==> src/rtl/dll_pkg.sv <==
package dll_pkg;

  typedef enum logic [1:0] {
    PD_IDLE  = 2'd0,
    PD_LATE  = 2'd1,
    PD_EARLY = 2'd2
  } pd_state_t;

  // saturating one-step move of the tap count
  function automatic logic [4:0] tap_step(input logic [4:0] cur,
                                          input logic       up,
                                          input logic       dn,
                                          input logic [4:0] lo,
                                          input logic [4:0] hi);
    logic [4:0] res;
    res = cur;
    if (up && cur < hi)      res = cur + 5'd1;
    else if (dn && cur > lo) res = cur - 5'd1;
    return res;
  endfunction

  function automatic logic [4:0] tap_mid(input logic [4:0] lo,
                                         input logic [4:0] hi);
    logic [5:0] s;
    s = {1'b0, lo} + {1'b0, hi};
    return s[5:1];
  endfunction

endpackage

==> src/rtl/dll_delay_line.sv <==
module dll_delay_line #(
  parameter int LANES   = 6,
  parameter int MAX_TAP = 26,
  parameter int MIN_TAP = 2,
  localparam int TAP_W  = $clog2(MAX_TAP + 1)
) (
  input  logic             clk,
  input  logic             rst_n,
  input  logic [LANES-1:0] lane_in,
  input  logic [TAP_W-1:0] tap,
  output logic [LANES-1:0] lane_out
);

  logic [TAP_W-1:0] sel;
  assign sel = tap - TAP_W'(1);

  for (genvar g = 0; g < LANES; g++) begin : g_lane
    logic [MAX_TAP-1:0] sr;
    always_ff @(posedge clk or negedge rst_n) begin
      if (!rst_n) sr <= '0;
      else        sr <= {sr[MAX_TAP-2:0], lane_in[g]};
    end
    assign lane_out[g] = sr[sel];
  end

  AST_TAP_IN_RANGE: assert property (@(posedge clk) disable iff (!rst_n)
    (tap >= TAP_W'(MIN_TAP)) && (tap <= TAP_W'(MAX_TAP)));

endmodule

==> src/rtl/dll_phase_det.sv <==
module dll_phase_det
  import dll_pkg::*;
#(
  parameter int WINDOW = 40,
  localparam int CNT_W = $clog2(WINDOW)
) (
  input  logic clk,
  input  logic rst_n,
  input  logic edge_sel,
  input  logic fb_in,
  input  logic marker_in,
  output logic res_early,
  output logic res_late,
  output logic res_match,
  output logic res_drop
);

  pd_state_t        state, state_nxt;
  logic [CNT_W-1:0] win_cnt;
  logic             fb_q;
  logic             fb_edge;
  logic             win_end;

  always_ff @(posedge clk or negedge rst_n) begin
    if (!rst_n) fb_q <= 1'b0;
    else        fb_q <= fb_in;
  end

  assign fb_edge = edge_sel ? (fb_in & ~fb_q) : (~fb_in & fb_q);
  assign win_end = (win_cnt == CNT_W'(WINDOW - 1));

  always_comb begin
    state_nxt = state;
    res_early = 1'b0;
    res_late  = 1'b0;
    res_match = 1'b0;
    res_drop  = 1'b0;
    case (state)
      PD_IDLE: begin
        if (marker_in && fb_edge) res_match = 1'b1;
        else if (marker_in)       state_nxt = PD_LATE;
        else if (fb_edge)         state_nxt = PD_EARLY;
      end
      PD_LATE: begin
        if (fb_edge) begin
          res_late  = 1'b1;
          state_nxt = PD_IDLE;
        end else if (win_end) begin
          res_drop  = 1'b1;
          state_nxt = PD_IDLE;
        end
      end
      PD_EARLY: begin
        if (marker_in) begin
          res_early = 1'b1;
          state_nxt = PD_IDLE;
        end else if (win_end) begin
          res_drop  = 1'b1;
          state_nxt = PD_IDLE;
        end
      end
      default: state_nxt = PD_IDLE;
    endcase
  end

  always_ff @(posedge clk or negedge rst_n) begin
    if (!rst_n) begin
      state   <= PD_IDLE;
      win_cnt <= '0;
    end else begin
      state <= state_nxt;
      if (state == PD_IDLE || state_nxt == PD_IDLE) win_cnt <= '0;
      else                                           win_cnt <= win_cnt + CNT_W'(1);
    end
  end

  AST_ONE_RESULT: assert property (@(posedge clk) disable iff (!rst_n)
    $onehot0({res_early, res_late, res_match, res_drop}));

  AST_WINDOW_BOUND: assert property (@(posedge clk) disable iff (!rst_n)
    win_cnt <= CNT_W'(WINDOW - 1));

  AST_WAIT_ENDS: assert property (@(posedge clk) disable iff (!rst_n)
    (state != PD_IDLE && win_end) |=> (state == PD_IDLE));

endmodule

==> src/rtl/dll_tap_ctrl.sv <==
module dll_tap_ctrl
  import dll_pkg::*;
#(
  parameter int MIN_TAP  = 2,
  parameter int MAX_TAP  = 26,
  parameter int LOCK_RUN = 4,
  localparam int TAP_W   = $clog2(MAX_TAP + 1),
  localparam int RUN_W   = $clog2(LOCK_RUN + 1)
) (
  input  logic             clk,
  input  logic             rst_n,
  input  logic             res_early,
  input  logic             res_late,
  input  logic             res_match,
  input  logic             res_drop,
  output logic [TAP_W-1:0] tap,
  output logic             locked
);

  localparam logic [4:0] LO = 5'(MIN_TAP);
  localparam logic [4:0] HI = 5'(MAX_TAP);

  logic [RUN_W-1:0] run;
  logic             corr;

  assign corr = res_early | res_late;

  always_ff @(posedge clk or negedge rst_n) begin
    if (!rst_n) begin
      tap    <= TAP_W'(tap_mid(LO, HI));
      run    <= '0;
      locked <= 1'b0;
    end else if (corr) begin
      tap    <= TAP_W'(tap_step(5'(tap), res_early, res_late, LO, HI));
      run    <= '0;
      locked <= 1'b0;
    end else if (res_match) begin
      if (run < RUN_W'(LOCK_RUN)) run <= run + RUN_W'(1);
      if (run >= RUN_W'(LOCK_RUN - 1)) locked <= 1'b1;
    end
  end

  AST_STEP_ONE: assert property (@(posedge clk) disable iff (!rst_n)
    (tap != $past(tap)) |-> ((tap == $past(tap) + TAP_W'(1)) ||
                             (tap + TAP_W'(1) == $past(tap))));

  AST_HOLD_IDLE: assert property (@(posedge clk) disable iff (!rst_n)
    !(res_early || res_late) |=> $stable(tap));

  AST_DROP_KEEP: assert property (@(posedge clk) disable iff (!rst_n)
    res_drop |=> ($stable(tap) && $stable(locked)));

  AST_LOCK_CLEAR: assert property (@(posedge clk) disable iff (!rst_n)
    (res_early || res_late) |=> !locked);

  AST_MATCH_KEEP: assert property (@(posedge clk) disable iff (!rst_n)
    res_match |=> $stable(tap));

endmodule

==> src/rtl/dll_timing_channel.sv <==
module dll_timing_channel #(
  parameter int COMP_N   = 5,
  parameter int MIN_TAP  = 2,
  parameter int MAX_TAP  = 26,
  parameter int WINDOW   = 40,
  parameter int LOCK_RUN = 4,
  localparam int LANES   = COMP_N + 1,
  localparam int TAP_W   = $clog2(MAX_TAP + 1)
) (
  input  logic              clk,
  input  logic              rst_n,
  input  logic              edge_sel,
  input  logic              ref_in,
  input  logic [COMP_N-1:0] comp_in,
  input  logic              fb_in,
  input  logic              marker_in,
  output logic [LANES-1:0]  dly_out,
  output logic [TAP_W-1:0]  tap_cnt,
  output logic              locked
);

  logic pd_early, pd_late, pd_match, pd_drop;

  dll_phase_det #(.WINDOW(WINDOW)) u_pd (
    .clk       (clk),
    .rst_n     (rst_n),
    .edge_sel  (edge_sel),
    .fb_in     (fb_in),
    .marker_in (marker_in),
    .res_early (pd_early),
    .res_late  (pd_late),
    .res_match (pd_match),
    .res_drop  (pd_drop)
  );

  dll_tap_ctrl #(
    .MIN_TAP  (MIN_TAP),
    .MAX_TAP  (MAX_TAP),
    .LOCK_RUN (LOCK_RUN)
  ) u_tap (
    .clk       (clk),
    .rst_n     (rst_n),
    .res_early (pd_early),
    .res_late  (pd_late),
    .res_match (pd_match),
    .res_drop  (pd_drop),
    .tap       (tap_cnt),
    .locked    (locked)
  );

  dll_delay_line #(
    .LANES   (LANES),
    .MAX_TAP (MAX_TAP),
    .MIN_TAP (MIN_TAP)
  ) u_dl (
    .clk      (clk),
    .rst_n    (rst_n),
    .lane_in  ({comp_in, ref_in}),
    .tap      (tap_cnt),
    .lane_out (dly_out)
  );

  AST_RESET_MID: assert property (@(posedge clk)
    $rose(rst_n) |-> (tap_cnt == TAP_W'((MIN_TAP + MAX_TAP) / 2) && !locked));

endmodule

==> config.mk <==
export PLATFORM = sky130hd
export DESIGN_NAME = dll_timing_channel
export DESIGN_NICKNAME = d
export VERILOG_FILES = /design/src/rtl/dll_pkg.sv /design/src/rtl/dll_delay_line.sv /design/src/rtl/dll_phase_det.sv /design/src/rtl/dll_tap_ctrl.sv /design/src/rtl/dll_timing_channel.sv
export SDC_FILE = /design/constraint.sdc
export NUM_CORES = 1
export LEC_CHECK = 0
export BUFFER_PORTS_ARGS = -buffer_cell sky130_fd_sc_hd__buf_2
export CORE_MARGIN = 3
export CORE_UTILIZATION = 37
export DETAILED_ROUTE_END_ITERATION = 16
export GPL_ROUTABILITY_DRIVEN = 0
export SETUP_SLACK_MARGIN = 0.2
export SKIP_LAST_GASP = 1
export SLEW_MARGIN = 20
export SYNTH_ARGS = -nofsm -noshare
export SYNTH_HDL_FRONTEND = slang
export SYNTH_SLANG_ARGS = --single-unit
export TNS_END_PERCENT = 100
==> constraint.sdc <==
create_clock -name clk -period 2.94 [get_ports clk]
set_input_delay 0.441 -clock clk [delete_from_list [all_inputs] [get_ports clk]]
set_output_delay 0.441 -clock clk [all_outputs]
set_load 0.01 [all_outputs]
-- Word level (Yosys, flattened, before mapping)
Cells that the tools add are included.
Widths: inputs -> output; s select.
- register bits after elaboration: 174
- bits of input ports: 11
- output and inout bits: 12
- word-level logic and storage cells: 77
- add/sub/neg operators: 4
- order comparisons: 5
- equality and inequality tests: 3
- multiplexer cells: 35
- bitwise operators: 5
- reductions and logical operators: 13
- operators by type and width (operator ; number):
    $bmux 1 s5 ; 6
    $mux 1 ; 16
    $mux 2 ; 6
    $mux 5 ; 2
    $mux 3 ; 3
    $reduce_bool 2->1 ; 4
    $add 6x1->6 const B ; 1
    $eq 6x6->1 const B ; 1
    $lt 5x6->1 const B ; 1
    $mux 6 ; 1
    $pmux 2 s3 ; 1
    $reduce_and 2->1 ; 3
    $add 5x1->5 const B ; 1
    $gt 5x2->1 const B ; 1
    $lt 5x5->1 const B ; 1
    $sub 5x1->5 const B ; 1
    $logic_not 2->1 ; 2
    $add 3x1->3 const B ; 1
    $ge 3x2->1 const B ; 1
    $logic_and 1x1->1 ; 3
    $lt 3x3->1 const B ; 1
    $and 1x1->1 ; 2
    $eq 2x1->1 const B ; 1
    $eq 2x2->1 const B ; 1
    other kinds (3) ; 4

-- Logic depth before layout (Yosys ltp)
- depth in word-level cells: 10
- mapped depth: 11
- mapped depth without buffers: 6

-- Cells and area by module
A second synthesis with hierarchy kept.
- cells, all modules: 413
- area total of the unflattened synthesis: 6628.9 um2
- modules (own cells, without submodules) (module ; times used ; cells an instance ; area each (um2) ; seq. area each (um2)):
    dll_delay_line ; 1 ; 308 ; 5516.5 ; 3903.7
    dll_tap_ctrl ; 1 ; 52 ; 571.8 ; 229.0
    dll_phase_det ; 1 ; 53 ; 540.5 ; 225.2

-- Worst setup path before layout
OpenSTA, ideal clock, no wires.
- path kind: register to output
- from: register u_tap.tap[0]
- to: output port dly_out[1]
- arrival time: 2522 ps
- data required time: 2499 ps
- path slack: -23 ps
- cell stages (with the launch flop): 12
- cell sequence: dfrtp_1 > buf_6 > buf_4 > buf_4 > inv_1 > ha_1 > buf_2 > buf_1 > mux4_2 > mux2_2 > a21oi_1 > a211oi_1
- word-level cells in the longest chain between the ends: 3
- RTL lines (item ; RTL line ; RTL):
    start: declaration ; dll_tap_ctrl.sv:16 ; output logic [TAP_W-1:0] tap,
    start signal: assignment ; dll_tap_ctrl.sv:30 ; tap <= TAP_W'(tap_mid(LO, HI));
    start signal: assignment ; dll_tap_ctrl.sv:34 ; tap <= TAP_W'(tap_step(5'(tap), res_early, res_late, LO, HI));
    $sub 5x1->5 ; dll_delay_line.sv:15 ; assign sel = tap - TAP_W'(1);
    $bmux 1 s5 ; dll_delay_line.sv:23 ; assign lane_out[g] = sr[sel];
    $mux 1 (implied by the code) ; dll_delay_line.sv:23 ;
    end: declaration ; dll_timing_channel.sv:17 ; output logic [LANES-1:0] dly_out,
No other way between the ends. The select of a mux whose other input is x is not followed.

-- Worst setup path in the final report
- from: register u_tap.tap[1]
- to: output port dly_out[4]
Same word-level chain as after synthesis.

==> flow_results.org <==
** Synth
- Sequential elements use 68.27% of the synthesized area.
- Counting instances in the post-synthesis netlist gives the leading cell types as 171 x sky130_fd_sc_hd__dfrtp_1, 33 x sky130_fd_sc_hd__mux4_2, 15 x sky130_fd_sc_hd__nor2_1.
- Syn avg cell area :: 17.25 sq um
- The cell area that synthesis handed to floorplanning was 0.006384 sq mm.
- Number of register bits inferred by synthesis :: 174
- Net count after synthesis :: 387
- In the synthesized netlist the async set-or-reset flop fraction comes to 100.0%.
- Top cells by area, synth :: sky130_fd_sc_hd__dfrtp_1 67%, sky130_fd_sc_hd__mux4_2 12%, sky130_fd_sc_hd__mux2_2 2.3%
- Number of enable-type register cells in the synthesized netlist :: 0
- Gate count after technology mapping :: 370
- Number of synthesis warnings :: 0
- Predominant post-synthesis flop cell :: sky130_fd_sc_hd__dfrtp_1
- The synthesized design devotes to its leading area cell type 67.03% of total area.
- Most frequent cell after synthesis :: sky130_fd_sc_hd__dfrtp_1
- The synthesized netlist contains 50 unique library cells.
- Yosys top cell by area :: sky130_fd_sc_hd__dfrtp_1

** Power and ir drop
- The completed layout was analyzed and its total power is 0.008817 W.
- Register share of total power :: 31.3%
- Logic gate share of total power :: 45.4%
- For this design the ratio of total power to cell area is 1144 mW/mm^2.
- Cell internal power dissipation :: 0.005840 W
- For this design the total switching power over the nets is 0.002978 W.
- Max IR drop VDD :: 0.5859 mV
- Net Sw Frac :: 33.77%
- For this design the static power due to leakage is 3.174 nW.
- Of the total power, the clock network draws 23.4%.

** Clocking
- Worst skew pair latency :: 0.42 ns
- Buffers inserted during clock tree synthesis total 17.
- Clock-pin slew was measured on the worst setup and hold paths at 0.06 ns.
- TritonCTS clock tree :: yes
- Number of hold buffers added after CTS :: 0
- Root Buffer :: sky130_fd_sc_hd__clkbuf_16
- The H-tree was split into 4 levels.
- Buffer depth of the longest clock path :: 2
- Number of clock sinks :: 174

** Floorplan
- In this run the count of I/O pins placed on the die edge is 23.
- The die covers 0.01887 sq mm.
- Once the floorplan was initialized, standard cells occupied 38.09% of the core.
- From left edge to right edge, the die measures 137.4 um.
- Row generation in the floorplan step produced 47 rows.
- Area of the core :: 0.01676 sq mm
- From bottom edge to top edge, the die measures 137.4 um.

** Global routing
- Vias in the first global route :: 3640
- Initial antenna violation count :: 0
- In the global route stage, met1 resource usage came out at 19.34%.
- The global routing stage identified its most utilized layer as met2.
- Total congestion overflow :: 0
- Largest net degree at the start of global routing :: 76
- For met3 alone, demand over resource in global routing was 3.397%.
- For this run, global-route usage on met2 was measured as 21.85%.
- Global routing used 14.10% of the available tracks.
- First-pass GRT wire length :: 20.07 mm

** Worst setup path
- Data on the critical path is required at its endpoint by 2.50 ns.
- Startpoint of the worst-slack reg-to-reg timing path :: u_pd.fb_q$_DFF_PN0_
- STA puts the critical path data arrival time at 2.49 ns.
- Critical path's largest stage delay :: 0.54 ns
- Along the worst path, the maximum fanout reaches 5.
- Startpoint type of the worst setup path :: flip-flop
- The critical path starts at u_tap.tap[1]$_DFFE_PN1P_.
- By startpoint and endpoint, the worst setup path is classified as reg2out.
- Master of the slowest instance on the critical path :: sky130_fd_sc_hd__dfstp_2
- Cell Chain, Critical Path :: inv_2 -> ha_4 -> buf_12 -> buf_16 -> mux4_2 -> a221oi_4 -> a211oi_2 -> buf_2
- Crit end category :: output port

** Routing
- Antenna violation net count after detailed routing :: 0
- In the routed layout, each cell is associated on average with a via count of 5.139.
- Via Count :: 3299
- After detailed routing, the number of remaining DRC violations is 0.
- The final layout contains routed wiring with a total length of 11.65 mm.
- The first detailed-routing pass ran for 6 iterations.
- In the final routed layout, each cell accounts on average for 18.15 um.
- In this run, the number of DRC markers left after iteration 0 of detailed routing was 197.

** Placed design
- The placed instances occupy a cell area of 0.006873 sq mm.
- Placed wire-length estimate after detailed placement :: 7.314 mm
- Number of input and output port buffers inserted :: 22

** Final layout
- In the final layout, the share of cells above drive strength 1 is 36.26%.
- Final core utilization :: 45.99%
- Compared with the post-synthesis result, the final layout area differs by 20.74%.
- Antenna Cells :: 0
- With fillers left out, the area of the finished cells amounts to 0.007707 sq mm.
- Net count, final :: 430

** Timing
- Number of slew-limit violations in the final report :: 0
- Maximum clock frequency :: 341.6 MHz
- The worst pin sits at a relative slew slack of 54.73%.
- Count of final setup violators :: 0
- Number of failing hold endpoints at the final stage :: 0
- The worst path needs 2.927 ns of the cycle, external delays included.
- Unrepaired setup endpoints after global routing :: yes
- Of the available clock period, the critical path in the final layout requires 99.56%.
- Setup total negative slack on the finished layout was measured at 0 ns.
- For the pin with the worst max-slew slack, the measured transition is 0.6791 ns.
- For the final database, setup skew stands at 0.004037 ns.

** Job
- Across the run, the number of max-cap violations was 0.

** Outcome
- Status :: complete, no violations

** Worst hold path
- Hold crit path type :: in2async
## power by group through the flow
stage / registers, W / logic [W] / clock network, W
2_1_floorplan: 0.00272 / 0.00239 / 0
6_report: 0.00276 / 0.00400 / 0.00206
5_1_grt: 0.00279 / 0.00427 / 0.00223
4_1_cts: 0.00275 / 0.00397 / 0.00211
3_5_place_dp: 0.00280 / 0.00323 / 0
3_3_place_gp: 0.00278 / 0.00321 / 0
## cell usage in the layout (no fill, tap or decap), drive strengths merged, types with 3 or more instances in the layout
cell type and count:
dfrtp 171, buf 41, mux4 36, clkbuf 22, nor2 15, mux2 13
a221oi 12, a21oi 9, nand2 7, o211ai 7, xnor2 7, a211oi 7
nand3b 6, nor2b 6, ha 6, inv 5, a2111oi 4, nand2b 3
dfstp 3, a211o 3, nor3b 3, nor3 3, clkinv 3
## state kept, by name, indices dropped and copies added (netlist names)
register / count
u_pd.fb_q: 1
u_tap.run: 3
u_pd.state: 2
u_dl.g_lane.sr: 156
u_pd.win_cnt: 6
u_tap.tap: 5
u_tap.locked: 1
## final cells by class
type | instances | area (sq um)
inverter | 5 | 18.77
clock buffer | 22 | 474.2
timing repair buffer | 42 | 419.2
tap | 220 | 275.3
clock inverter | 6 | 63.81
multi-input combinational | 173 | 2097
fill | 1425 | 9052
sequential | 174 | 4359
## routing by layer
layer  share of wire (%)  routed length, um
met5                   0                  0
met4                 2.0                235
met3                 2.3                270
met2                  50               5862
met1                  45               5282
## worst max-delay path, delay by kind of cell (launching register included)
family	cells	cell delay [ns]
compound gates	2	0.41
fa+ha+maj	1	0.32
buf+inv	4	0.44
flops	1	0.54
mux	1	0.34
## cell families after synthesis
logic type                 after synthesis  synth area share, %
and+or+nand+nor                         53                4.646
xor gates and xnor gates                 9                1.353
DFF                                    174                68.27
adders and majority gates                6                1.176
buffers and inverters                   23                2.038
muxes                                   50                15.33
AOI/OAI and AO/OA                       55                7.193
## timing repair
action / in CTS / in global routing
setup endpoints to repair: 6 / 6
setup buffers: 5 / 0
gates resized for setup: 22 / 6
cloned: 3 / 0
pin swaps: 6 / 0
## stage by stage
stage	hold WS, ns	cells	setup slack (ns)
after floorplan	0.1454	370	0.2090
after detailed placement	0.3561	606	0.006389
after CTS	0.05743	642	0.01168
after global routing	0.07538	642	-0.07313
after global placement	0.3519	606	0.01760
final	0.03267	642	0.01281
## worst paths after layout
path                                                   end  slack (ns)  cells past startpoint
setup / recovery                                dly_out[4]        0.01                      8
hold / removal                   u_pd.win_cnt[0]$_DFF_PN0_        0.03                      1
setup reg to reg                  u_tap.run[0]$_DFFE_PN0P_        1.21                      4
hold reg to reg             u_dl.g_lane[5].sr[2]$_DFF_PN0_        0.37                      0
max in group asynchronous  u_dl.g_lane[1].sr[24]$_DFF_PN0_        2.11                      2
min in group clk            u_dl.g_lane[1].sr[0]$_DFF_PN0_        0.13                      1
Power figures use the tool's default switching activity.
